===== src/rtl/hostctl_pkg.sv =====
// hostctl_pkg: shared constants and the base-address lookup for the
// host register block. Assumes a 10-bit I/O address space.
package hostctl_pkg;
    localparam int ADDR_W  = 10;
    localparam int DATA_W  = 4;
    localparam int N_EVT   = 4;
    localparam int SYS_OFS = 'h10;

    // system register offsets within the system window
    localparam logic [1:0] OFS_RST = 2'd0;
    localparam logic [1:0] OFS_ANL = 2'd1;
    localparam logic [1:0] OFS_IEN = 2'd3;

    // enable bit positions
    localparam int EV_DMA = 0;
    localparam int EV_ERR = 1;
    localparam int EV_OUT = 2;
    localparam int EV_IN  = 3;

    // base address for each switch setting; 0 means board absent
    function automatic logic [ADDR_W-1:0] base_of(input logic [1:0] sel);
        case (sel)
            2'd1:    base_of = ADDR_W'('h150);
            2'd2:    base_of = ADDR_W'('h200);
            2'd3:    base_of = ADDR_W'('h300);
            default: base_of = '0;
        endcase
    endfunction
endpackage


===== src/rtl/hostctl_decode.sv =====
// hostctl_decode: combinational window decode. Produces the adapter-window
// and system-window hits and the register offset. Assumes aen high
// marks DMA cycles that must not decode.
module hostctl_decode
    import hostctl_pkg::*;
(
    input  logic [ADDR_W-1:0] addr,
    input  logic              aen,
    input  logic [1:0]        base_sel,
    output logic              adp_hit,
    output logic              sys_hit,
    output logic [1:0]        ofs
);
    logic [ADDR_W-1:0] base;
    logic [ADDR_W-1:0] sys_base;
    logic              live;

    // window match on the address above the two offset bits
    always_comb begin
        base     = base_of(base_sel);
        sys_base = base + ADDR_W'(SYS_OFS);
        live     = (base_sel != 2'd0) && !aen;
        adp_hit  = live && (addr[ADDR_W-1:2] == base[ADDR_W-1:2]);
        sys_hit  = live && (addr[ADDR_W-1:2] == sys_base[ADDR_W-1:2]);
        ofs      = addr[1:0];
    end
endmodule


===== src/rtl/hostctl_ctrl.sv =====
// hostctl_ctrl: registers the write strobe with its decoded target, then
// commits system-register writes one edge later. Also produces the
// registered adapter write strobe. Assumes strobes are synchronous to clk.
module hostctl_ctrl
    import hostctl_pkg::*;
(
    input  logic              clk,
    input  logic              rst_n,
    input  logic              iow_n,
    input  logic              adp_hit,
    input  logic              sys_hit,
    input  logic [1:0]        ofs,
    input  logic [DATA_W-1:0] wdata,
    output logic              wr_q,
    output logic              adp_wr,
    output logic              rst_lvl,
    output logic              anl_lvl,
    output logic [N_EVT-1:0]  ien
);
    logic              adp_q;
    logic              sys_q;
    logic [1:0]        ofs_q;
    logic [DATA_W-1:0] dat_q;

    // stage 1: capture strobe, target and data
    always_ff @(posedge clk) begin
        if (!rst_n) begin
            wr_q  <= 1'b0;
            adp_q <= 1'b0;
            sys_q <= 1'b0;
            ofs_q <= '0;
            dat_q <= '0;
        end else begin
            wr_q  <= !iow_n;
            adp_q <= adp_hit;
            sys_q <= sys_hit;
            ofs_q <= ofs;
            dat_q <= wdata;
        end
    end

    // stage 2: commit the captured write to the addressed register
    always_ff @(posedge clk) begin
        if (!rst_n) begin
            rst_lvl <= 1'b0;
            anl_lvl <= 1'b0;
            ien     <= '0;
        end else if (wr_q && sys_q) begin
            case (ofs_q)
                OFS_RST: rst_lvl <= dat_q[0];
                OFS_ANL: anl_lvl <= dat_q[0];
                OFS_IEN: ien     <= dat_q[N_EVT-1:0];
                default: ;
            endcase
        end
    end

    // adapter write strobe follows the registered strobe
    assign adp_wr = wr_q && adp_q;
endmodule


===== src/rtl/hostctl_irq.sv =====
// hostctl_irq: combines the enabled events into one interrupt. Holds the
// sticky DMA-end latch and steers the line to one of two pins. Assumes
// dma_eot is synchronous to clk.
module hostctl_irq
    import hostctl_pkg::*;
(
    input  logic             clk,
    input  logic             rst_n,
    input  logic [N_EVT-1:0] ien,
    input  logic             dma_eot,
    input  logic             evt_error,
    input  logic             evt_out_rdy,
    input  logic             evt_in_rdy,
    input  logic             level_sel,
    output logic             dma_lat,
    output logic             irq3,
    output logic             irq3_oe,
    output logic             irq5,
    output logic             irq5_oe
);
    logic eot_q;
    logic eot_qq;
    logic eot_fall;
    logic any_en;
    logic line;

    // register end-of-transfer twice to find its falling edge
    always_ff @(posedge clk) begin
        if (!rst_n) begin
            eot_q  <= 1'b0;
            eot_qq <= 1'b0;
        end else begin
            eot_q  <= dma_eot;
            eot_qq <= eot_q;
        end
    end

    assign eot_fall = eot_qq && !eot_q;

    // sticky latch: set on a fall while enabled, clear when disabled
    always_ff @(posedge clk) begin
        if (!rst_n)           dma_lat <= 1'b0;
        else if (!ien[EV_DMA]) dma_lat <= 1'b0;
        else if (eot_fall)     dma_lat <= 1'b1;
    end

    // merge the latched and level events and steer to one pin
    always_comb begin
        any_en  = |ien;
        line    = dma_lat
                | (ien[EV_ERR] && evt_error)
                | (ien[EV_OUT] && evt_out_rdy)
                | (ien[EV_IN]  && evt_in_rdy);
        irq3_oe = any_en && !level_sel;
        irq5_oe = any_en &&  level_sel;
        irq3    = line;
        irq5    = line;
    end
endmodule


===== src/rtl/hostctl_regs.sv =====
// hostctl_regs: top of the host board-control register block. It decodes
// the bus window, holds the control registers and drives the interrupt
// pins. The link adapter itself lives outside; this block only selects it.
module hostctl_regs
    import hostctl_pkg::*;
(
    input  logic              clk,
    input  logic              rst_n,
    input  logic [ADDR_W-1:0] bus_addr,
    input  logic              iow_n,
    input  logic              ior_n,
    input  logic              aen,
    input  logic [DATA_W-1:0] data_in,
    input  logic [1:0]        base_sel,
    input  logic              evt_error,
    input  logic              evt_out_rdy,
    input  logic              evt_in_rdy,
    input  logic              dma_eot,
    input  logic              irq_level_sel,
    output logic [DATA_W-1:0] data_out,
    output logic              data_oe,
    output logic              adp_sel,
    output logic              adp_wr,
    output logic              rst_out,
    output logic              anl_out,
    output logic              irq3,
    output logic              irq3_oe,
    output logic              irq5,
    output logic              irq5_oe
);
    logic             adp_hit;
    logic             sys_hit;
    logic [1:0]       ofs;
    logic             wr_q;
    logic [N_EVT-1:0] ien;
    logic             dma_lat;

    hostctl_decode u_dec (
        .addr     (bus_addr),
        .aen      (aen),
        .base_sel (base_sel),
        .adp_hit  (adp_hit),
        .sys_hit  (sys_hit),
        .ofs      (ofs)
    );

    hostctl_ctrl u_ctrl (
        .clk     (clk),
        .rst_n   (rst_n),
        .iow_n   (iow_n),
        .adp_hit (adp_hit),
        .sys_hit (sys_hit),
        .ofs     (ofs),
        .wdata   (data_in),
        .wr_q    (wr_q),
        .adp_wr  (adp_wr),
        .rst_lvl (rst_out),
        .anl_lvl (anl_out),
        .ien     (ien)
    );

    hostctl_irq u_irq (
        .clk         (clk),
        .rst_n       (rst_n),
        .ien         (ien),
        .dma_eot     (dma_eot),
        .evt_error   (evt_error),
        .evt_out_rdy (evt_out_rdy),
        .evt_in_rdy  (evt_in_rdy),
        .level_sel   (irq_level_sel),
        .dma_lat     (dma_lat),
        .irq3        (irq3),
        .irq3_oe     (irq3_oe),
        .irq5        (irq5),
        .irq5_oe     (irq5_oe)
    );

    // read path: error flag on bit 0, enable register location not driven
    always_comb begin
        adp_sel  = adp_hit;
        data_oe  = !ior_n && sys_hit && (ofs != OFS_IEN);
        data_out = {{(DATA_W-1){1'b0}}, evt_error};
    end
endmodule


===== config.mk =====
export PLATFORM = sky130hd
export DESIGN_NAME = hostctl_regs
export DESIGN_NICKNAME = d
export VERILOG_FILES = /design/src/rtl/hostctl_pkg.sv /design/src/rtl/hostctl_decode.sv /design/src/rtl/hostctl_ctrl.sv /design/src/rtl/hostctl_irq.sv /design/src/rtl/hostctl_regs.sv
export SDC_FILE = /design/constraint.sdc
export NUM_CORES = 1
export LEC_CHECK = 0
export BUFFER_PORTS_ARGS = -buffer_cell sky130_fd_sc_hd__buf_2
export CORE_MARGIN = 3
export CORE_UTILIZATION = 46
export CTS_BUF_LIST = sky130_fd_sc_hd__clkbuf_8
export CTS_CLUSTER_DIAMETER = 40
export CTS_CLUSTER_SIZE = 28
export DETAILED_ROUTE_END_ITERATION = 6
export MAX_ROUTING_LAYER = met4
export PLACE_DENSITY = 0.87
export REMOVE_ABC_BUFFERS = 1
export SYNTH_ARGS = -nofsm -noshare
export SYNTH_HDL_FRONTEND = slang
export SYNTH_SLANG_ARGS = --single-unit
export TNS_END_PERCENT = 20

===== constraint.sdc =====
create_clock -name clk -period 1.4 [get_ports clk]
set_clock_uncertainty 0.05 [all_clocks]
set_input_delay 0.07 -clock clk [delete_from_list [all_inputs] [get_ports clk]]
set_output_delay 0.07 -clock clk [all_outputs]
set_load 0.05 [all_outputs]

==> results of run 1 <==
==> Yosys cell counts <==
library cell,instances,area share
dfxtp_1,18,0.46
and2_1,9,0.073
nor2b_1,8,0.065
mux2i_1,6,0.077
buf_4,5,0.048
nor3_1,5,0.032
nor2_1,4,0.019
nand2_1,3,0.015
a21oi_1,2,0.013
nor3b_1,2,0.019
nor4_1,2,0.016
xnor2_1,2,0.023
a211o_1,1,0.011
a22oi_1,1,0.0097
a32oi_1,1,0.011
and3b_2,1,0.013
clkbuf_1,1,0.0048
conb_1,1,0.0048
inv_1,1,0.0048
nand2b_1,1,0.0081
nand3_2,1,0.013
nand3b_1,1,0.0097
nand4_1,1,0.0081
nor2b_4,1,0.018
o21ai_1,1,0.0064
o22a_2,1,0.013
==> per-stage QoR <==
stage / power (W) / hold slack, ns / cells / util
5_1_grt: 0.00111 / 0.00793 / 137 / 0.687
2_1_floorplan: 0.000595 / 0.0900 / 76 / -
3_3_place_gp: 0.000648 / 0.177 / 127 / 0.608
3_5_place_dp: 0.000654 / 0.183 / 127 / 0.608
6_report: 0.00107 / 0.00219 / 137 / 0.687
4_1_cts: 0.00108 / 0.000880 / 137 / 0.683
==> repair_timing <==
action | 4_1_cts | 5_1_grt
endpoints found under the setup margin | 0 | 2
gates resized for setup | 0 | 1
hold endpoints to repair | 6 | 0
hold buffers | 6 | 0
==> worst max-delay path: stages, from the launching register on <==
cell and delay (ns):
dfxtp_1 0.33, nor4_2 0.30, nor2b_1 0.07, buf_2 0.21
==> cell usage in the layout, fill, tap and decap left out, types with 2 or more instances in the layout <==
master	n
mux2i_1	6
dfxtp_1	18
nor3_1	5
xnor2_1	2
clkbuf_8	4
nand2_1	3
nor3b_1	2
and2_1	9
dlygate4sd3_1	6
buf_2	35
nor2_1	4
conb_1	3
a21oi_1	2
nor2b_1	8
==> routing by layer <==
metal | vias to the layer above | GRT usage | routed length, um
met2 | 24 | 0.309 | 915
met3 | 4 | 0.0345 | 79
met4 | 0 | 0.0994 | 40
li1 | 345 | - | -
met1 | 317 | 0.199 | 743
met5 | - | - | 0
==> cell type report <==
| cell class | count | area, sq um | area share |
|---|---|---|---|
| well taps | 16 | 20.0 | 0.0189 |
| clock buffers | 4 | 55.1 | 0.0520 |
| inverters | 1 | 3.75 | 0.00355 |
| multi-input cells | 57 | 384 | 0.363 |
| repair buffers | 41 | 235 | 0.222 |
| flip-flops and latches | 18 | 360 | 0.340 |
==> state kept, by name, summed over array words and instances (netlist names) <==
register and cells:
u_ctrl.dat_q 4, u_ctrl.sys_q 1, u_irq.dma_lat 1, u_ctrl.adp_q 1, u_irq.eot_q 1, u_irq.eot_qq 1, u_ctrl.ien 4, u_ctrl.anl_lvl 1
u_ctrl.ofs_q 2, u_ctrl.rst_lvl 1, u_ctrl.wr_q 1
==> cells by family after synthesis <==
| logic type | Yosys count | synth area share |
|---|---|---|
| compound gates | 7 | 0.0645 |
| flops | 18 | 0.465 |
| simple gates | 39 | 0.308 |
| xor+xnor | 2 | 0.0226 |
| other cells | 1 | 0.00483 |
| buf+inv | 7 | 0.0581 |
| mux | 6 | 0.0774 |
==> power by group <==
group / total [W] / internal [W] / switching, W
logic: 0.000125 / 0.0000614 / 0.0000631
registers: 0.000533 / 0.000526 / 0.00000755
clock network: 0.000416 / 0.000249 / 0.000166
total: 0.00107 / 0.000836 / 0.000237
==> worst paths after layout <==
check	start	to	slack [ns]	cells after the start
worst max-delay path	u_ctrl.ien[3]	irq5_oe	0.11	3
worst min-delay path	bus_addr[1]	u_ctrl.ofs_q[1]	0.002	2
worst max register to register	u_ctrl.wr_q	u_ctrl.ien[1]	0.27	3
worst min register to register	u_ctrl.ien[0]	u_irq.dma_lat	0.43	2
==> run summary, run 1 <==
crit path capture type -> output port
routability congestion estimate from global placement -> 0.719
post-synthesis sequential area ratio -> 0.465
Max Buffers Root-to-Sink -> 2
via count -> 690
synthesized cell area -> 776 sq um
VDD IR max -> 0.813 mV
Leak -> 0.496 nW
synthesized flop and latch total -> 18
Reg clk slew, reported paths -> 0.07 ns
DRC errors left -> 0
CTS Root Cell -> clkbuf_8
Setup Buffers After CTS -> 0
# IOs -> 39
Pre-antenna DRT Iters -> 3
Post-Synthesis Cells -> 80
Nets -> 148
drt via density -> 5.04
setup TNS -> 0 ns
worst slack at placement -> 0.114 ns
vias in the first global route -> 674
Antenna Cells -> 0
final worst setup slack -> 0.113 ns
CP max FO -> 3
TritonCTS buffer count -> 3
synthesis-to-finish area growth -> 36.5%
Syn Area/Cell -> 9.70 sq um
wire per inst -> 13.0 um
Final setup viols -> 0
Die Wd -> 47.1 um
chip height -> 47.1 um
Hold Crit Class -> in2reg
die area -> 2220 sq um
FMAX -> 777 MHz
final instance area -> 1060 sq um
Setup CP Type -> reg2out
RSZ-0062 raised after global routing -> no
worst path required time -> 1.28 ns
Power Density -> 1010 nW/um^2
H-tree levels -> 1
Cell variety after synth -> 26
layout cells sized above 1 -> 0.364
Routed Antenna Nets -> 0
core area -> 1540 sq um
initial drt markers -> 3
Port Buf Inserts -> 35
status -> completed
global route overflow -> 0
FP Rows -> 14
initial core utilization -> 0.503
Filler cells -> 124
CP Launch Type -> register
clk sinks -> 18
Yosys warning count -> 0
TritonCTS clock tree -> yes
worst-skew pair later-pin latency -> 0.25 ns
max-slew violation count -> 0
global-route wire length before repair -> 2740 um
placed inst area -> 937 sq um
period utilization -> 0.919
Final min period -> 1.29 ns
Final Hold Vio Count -> 0
CP arrival -> 1.17 ns
initial antenna violation count -> 0
Max-Cap Viols -> 0
DRT Wirelength -> 1780 um
DP HPWL -> 1290 um
global router's overall resource usage -> 0.182
largest net degree at the start of global routing -> 18
Power figures use the tool's default switching activity.
==> run 2: changes to the inputs <==
--- a/config.mk
+++ b/config.mk
@@ -5,7 +5,7 @@
 export SDC_FILE = /design/constraint.sdc
 export NUM_CORES = 1
 export LEC_CHECK = 0
-export BUFFER_PORTS_ARGS = -buffer_cell sky130_fd_sc_hd__buf_2
+export BUFFER_PORTS_ARGS = -buffer_cell sky130_fd_sc_hd__clkbuf_2
 export CORE_MARGIN = 3
 export CORE_UTILIZATION = 46
 export CTS_BUF_LIST = sky130_fd_sc_hd__clkbuf_8
@@ -14,6 +14,7 @@
 export DETAILED_ROUTE_END_ITERATION = 6
 export MAX_ROUTING_LAYER = met4
 export PLACE_DENSITY = 0.87
+export RECOVER_POWER = 50
 export REMOVE_ABC_BUFFERS = 1
 export SYNTH_ARGS = -nofsm -noshare
 export SYNTH_HDL_FRONTEND = slang
==> run 2 against run 1 <==
Compared with the run above:
- die area unchanged
- first-iteration DRC count down 67%
- cell count unchanged
- worst hold slack better by 0.0018 ns
- core utilization down 0.49 points
- highest routed layer unchanged
- non-clock buffer count up 1
- setup slack worse by 0.032 ns
- critical path type unchanged
- routed wire length down 8.8%
- register-to-register slack worse by 0.02 ns
- clock-buffer cell count down 1
- via count down 2.0%
==> run summary, run 2 (synthesis gave the netlist of run 1 again) <==
status -> completed
Antenna Cells -> 0 (unchanged)
Power Density -> 949 nW/um^2 (-6.4%)
Max Buffers Root-to-Sink -> 2 (unchanged)
Nets -> 149 (+0.68%)
CP max FO -> 3 (unchanged)
max-slew violation count -> 0 (unchanged)
worst path required time -> 1.28 ns (about the same)
core area -> 1540 sq um (unchanged)
die area -> 2220 sq um (unchanged)
via count -> 676 (-2.0%)
H-tree levels -> 1 (unchanged)
busiest grt layer -> met2
TritonCTS clock tree -> yes
largest registers -> u_ctrl.dat_q x4, u_ctrl.ien x4, u_ctrl.ofs_q x2
slew margin rel. -> 0.606
initial drt markers -> 1 (-2)
Final setup viols -> 0 (unchanged)
Setup Buffers After CTS -> 0 (unchanged)
Routed Antenna Nets -> 0 (unchanged)
DRT Wirelength -> 1620 um (-8.8%)
RSZ-0062 raised after global routing -> no
WHS -> 0.00404 ns (+0.00185 ns)
CP Launch Type -> register
initial core utilization -> 0.503 (unchanged)
met2 Usage GRT -> 0.274 (-0.0352)
drt via density -> 4.93 (-2.0%)
CTS Root Cell -> clkbuf_8
vias in the first global route -> 606 (-10%)
Pre-antenna DRT Iters -> 3 (unchanged)
routability congestion estimate from global placement -> 0.733 (+2.0%)
wire per inst -> 11.8 um (-8.8%)
period utilization -> 0.943 (+0.0232)
M1 GR Usage -> 0.171 (-0.0272)
Final Hold Vio Count -> 0 (unchanged)
global router's overall resource usage -> 0.160 (-0.0223)
DRC errors left -> 0 (unchanged)
crit path capture type -> output port
clk sinks -> 18 (unchanged)
Sequential Area -> 360 sq um (unchanged)
global-route wire length before repair -> 2370 um (-14%)
# IOs -> 39 (unchanged)
global route overflow -> 0 (unchanged)
chip height -> 47.1 um (unchanged)
Setup CP Type -> reg2out
synthesis-to-finish area growth -> 35.5%
Max-Cap Viols -> 0 (unchanged)
Die Wd -> 47.1 um (unchanged)
worst-skew pair later-pin latency -> 0.24 ns (about the same)
VDD IR max -> 0.821 mV (+0.97%)
Final min period -> 1.32 ns (+0.0324 ns)
TritonCTS buffer count -> 3 (unchanged)
most common cell after layout, fill and taps aside -> clkbuf_2
Port Buf Inserts -> 35 (unchanged)
Reg clk slew, reported paths -> 0.06 ns (about the same)
met3 usage -> 0.0460 (+0.0115)
layout cells sized above 1 -> 0.331 (-0.0331)
largest net degree at the start of global routing -> 18 (unchanged)
Leak -> 0.480 nW (-3.2%)
most frequent cells in the layout -> clkbuf_2 (30), dfxtp_1 (18), nor2b_1 (8)
initial antenna violation count -> 0 (unchanged)
FMAX -> 758 MHz (-2.5%)
Hold Crit Class -> in2reg
CP arrival -> 1.20 ns (+0.03 ns)
Pwr Total -> 0.000997 W (-7.1%)
worst-margin pin slew -> 0.593 ns
Core Util, Final -> 0.682 (-0.00487)
FP Rows -> 14 (unchanged)
Filler cells -> 124 (unchanged)
area of the multi-input gates -> 384 sq um (unchanged)
==> run 2: repair_timing <==
action / 4_1_cts / 5_1_grt
endpoints found under the hold margin: 7 / 0
hold buffers: 7 / 0
setup endpoints to repair: 0 / 4
gates resized for setup: 0 / 3
==> run 2: layout make-up <==
class                   count  share of cell area
clock buffers               3              0.0393
inverters                   1             0.00357
well taps                  16              0.0190
flip-flops and latches     18               0.343
multi-input cells          57               0.365
repair buffers             42               0.230
==> run 2: worst max-delay path, cell delays in order (launching register included) <==
cell and delay [ns]:
dfxtp_1 0.33, nor4_2 0.31, nor2b_1 0.08, clkbuf_2 0.24
==> run 2: per-stage QoR <==
step	instances	setup TNS [ns]	cell area (sq um)	setup WS, ns
finish	137	0	1050	0.0803
global route	137	0	1050	0.0153
CTS	137	0	1050	0.0107
detailed placement	127	0	937	0.105
global placement	127	0	937	0.128
floorplan	76	-0.720	742	-0.366
==> run 2: worst paths after layout <==
| path | endpoint | startpoint | slack, ns | cells past startpoint |
|---|---|---|---|---|
| setup reg to reg | u_ctrl.ien[1] | u_ctrl.wr_q | 0.25 | 3 |
| setup / recovery | irq5_oe | u_ctrl.ien[3] | 0.08 | 3 |
| hold reg to reg | u_irq.eot_qq | u_irq.eot_q | 0.44 | 1 |
| hold / removal | u_ctrl.ofs_q[0] | bus_addr[0] | 0.004 | 2 |
==> run 2: power by group <==
group          total [W]  switching (W)  leakage (nW)  internal, W
registers       0.000534     0.00000773         0.147     0.000526
clock network   0.000341       0.000151        0.0216     0.000190
logic           0.000122      0.0000606         0.311    0.0000619
==> run 2: metal layers <==
metal	up-vias	part of all wire
met5	-	0
met4	0	0.013
met3	2	0.057
met2	20	0.52
met1	302	0.41
li1	352	-
==> run 3: changes to the inputs <==
--- a/config.mk
+++ b/config.mk
@@ -15,7 +15,6 @@
 export MAX_ROUTING_LAYER = met4
 export PLACE_DENSITY = 0.87
 export RECOVER_POWER = 50
-export REMOVE_ABC_BUFFERS = 1
 export SYNTH_ARGS = -nofsm -noshare
 export SYNTH_HDL_FRONTEND = slang
 export SYNTH_SLANG_ARGS = --single-unit
==> run 3 against run 2 <==
Compared with the run above:
- flip-flop and latch count unchanged
- cell area up 1.7%
- combinational power about the same
- fmax down 0.82%
- power up 7.3%
- cell count up 0.73%
- setup slack worse by 0.011 ns
- clock-buffer cell count up 1
- largest cell class unchanged
==> run summary, run 3 (synthesis gave the netlist of run 1 again) <==
VDD IR max -> 0.844 mV (+2.9%)
Routed Antenna Nets -> 0 (unchanged)
# IOs -> 39 (unchanged)
worst-margin pin slew -> 0.595 ns (+0.00219 ns)
r2r worst-path depth -> 4 (+1)
initial antenna violation count -> 0 (unchanged)
H-tree levels -> 1 (unchanged)
CP arrival -> 1.21 ns (about the same)
Pre-antenna DRT Iters -> 4 (+1)
most common cell after layout, fill and taps aside -> clkbuf_2
drt via density -> 4.96 (+0.60%)
status -> completed
die area -> 2220 sq um (unchanged)
FF-to-FF End -> u_ctrl.anl_lvl
layout cells sized above 1 -> 0.336 (+0.00549)
initial drt markers -> 3 (+2)
synthesis-to-finish area growth -> 37.7%
setup TNS -> 0 ns (unchanged)
Reg clk slew, reported paths -> 0.07 ns (about the same)
crit path capture type -> output port
slew margin rel. -> 0.605 (-0.00145)
Hold Path Sink -> u_ctrl.ofs_q[0]
Setup Buffers After CTS -> 0 (unchanged)
slowest CP cell -> clkbuf_2
max-slew violation count -> 0 (unchanged)
worst path cell trace -> clkbuf_2, xnor2_1, a32oi_1, o22a_1, nor3_1, clkbuf_2
FMAX -> 752 MHz (-0.82%)
DRT Wirelength -> 1720 um (+6.1%)
Leak -> 0.487 nW (+1.5%)
via count -> 685 (+1.3%)
global route overflow -> 0 (unchanged)
core area -> 1540 sq um (unchanged)
Hold Crit Class -> in2reg
Antenna Cells -> 0 (unchanged)
Final setup viols -> 0 (unchanged)
final cell count without fillers -> 138 (+0.73%)
period utilization -> 0.950 (+0.00779)
Core Util, Final -> 0.693 (+0.0114)
CP Launch Type -> input port
hold path cells -> 2 (unchanged)
Setup CP Type -> in2out
Max Buffers Root-to-Sink -> 2 (unchanged)
CTS Root Cell -> clkbuf_8
largest registers -> u_ctrl.dat_q x4, u_ctrl.ien x4, u_ctrl.ofs_q x2
vias in the first global route -> 576 (-5.0%)
Nets -> 149 (unchanged)
Die Wd -> 47.1 um (unchanged)
global router's overall resource usage -> 0.168 (+0.00795)
Filler cells -> 124 (unchanged)
Power Density -> 1000 nW/um^2 (+5.5%)
Port Buf Inserts -> 35 (unchanged)
Post-Place Cells -> 127 (unchanged)
HP Start -> bus_addr[0]
worst-skew pair later-pin latency -> 0.25 ns (about the same)
chip height -> 47.1 um (unchanged)
Max-Cap Viols -> 0 (unchanged)
clk sinks -> 18 (unchanged)
RSZ-0062 raised after global routing -> no
DRC errors left -> 0 (unchanged)
most frequent cells in the layout -> clkbuf_2 (31), dfxtp_1 (18), nor2b_1 (8)
TritonCTS buffer count -> 3 (unchanged)
DP HPWL -> 1350 um
R2R Path Start -> u_ctrl.wr_q
largest net degree at the start of global routing -> 18 (unchanged)
worst slack at placement -> 0.0890 ns (-0.0157 ns)
FP Rows -> 14 (unchanged)
global-route wire length before repair -> 2480 um (+5.0%)
final worst setup slack -> 0.0694 ns (-0.0109 ns)
initial core utilization -> 0.503 (unchanged)
largest stage delay on the critical path -> 0.31 ns (-0.02 ns)
Final min period -> 1.33 ns (+0.0109 ns)
CP max FO -> 4 (+1)
Final Hold Vio Count -> 0 (unchanged)
Top cell by count, worst path -> clkbuf_2
routability congestion estimate from global placement -> 0.763 (+4.1%)
worst path required time -> 1.28 ns (about the same)
wire per inst -> 12.5 um (+5.3%)
worst reg2reg setup slack -> 0.23 ns (-0.02 ns)
TritonCTS clock tree -> yes
run 3: cell count changes in the layout (fill, tap and decap cells not counted):
cell      previous run  this run
clkbuf_8             3         4
o22a_1               0         1
nor3_1               5         4
clkbuf_2            30        31
o22a_2               1         0
buf_2                2         1
and2_0               3         2
and2_1               6         7
nor3_2               0         1
run 3: layer usage:
metal | vias to the layer above | GRT usage | share of wire
met5 | - | - | 0
met2 | 24 | 0.282 | 0.56
met4 | 0 | 0.0663 | 0.0064
li1 | 347 | - | -
met3 | 2 | 0.0345 | 0.048
met1 | 312 | 0.194 | 0.38
run 3: where the power goes:
group | switching (W) | internal [W] | leakage (nW) | total (W)
Combinational | 0.0000633 | 0.0000614 | 0.311 | 0.000125
Clock | 0.000162 | 0.000249 | 0.0288 | 0.000411
Sequential | 0.00000788 | 0.000526 | 0.147 | 0.000534
run 3: cell type report:
class                      instances  area [sq um]  share of cell area
tap                               16          20.0              0.0187
clock buffer                       4          55.1              0.0515
inverter                           1          3.75             0.00351
timing repair buffer              42           241               0.226
sequential                        18           360               0.337
multi-input combinational         57           388               0.363
run 3: worst max path at each step:
stage	end	slack (ns)	start	depth (start not counted)
2_1_floorplan	adp_sel	-0.36	base_sel[0]	4
3_3_place_gp	adp_sel	0.14	base_sel[0]	6
3_5_place_dp	data_oe	0.09	base_sel[0]	6
4_1_cts	irq5_oe	0.06	u_ctrl.ien[3]	3
5_1_grt	irq5_oe	0.001	u_ctrl.ien[3]	3
6_report	adp_sel	0.07	base_sel[0]	6
run 3: metrics by stage:
stage                     power, W  cell area, sq um  hold slack [ns]
final                      0.00107              1070          0.00393
after global routing       0.00110              1070          0.00708
after CTS                  0.00108              1070          0.00271
after detailed placement  0.000656               942            0.182
after global placement    0.000649               942            0.183
after floorplan           0.000612               788           0.0916
run 3: timing repair:
action                                 in CTS  in global routing
hold buffers                                7                  0
setup endpoints to repair                   1                  1
resized for setup                           1                  1
endpoints found under the hold margin       7                  0
run 3: critical path: cells and delay by family:
family | cells | cell delay (ns)
compound gates | 2 | 0.38
buf+inv | 2 | 0.41
simple gates | 1 | 0.20
xor+xnor | 1 | 0.15
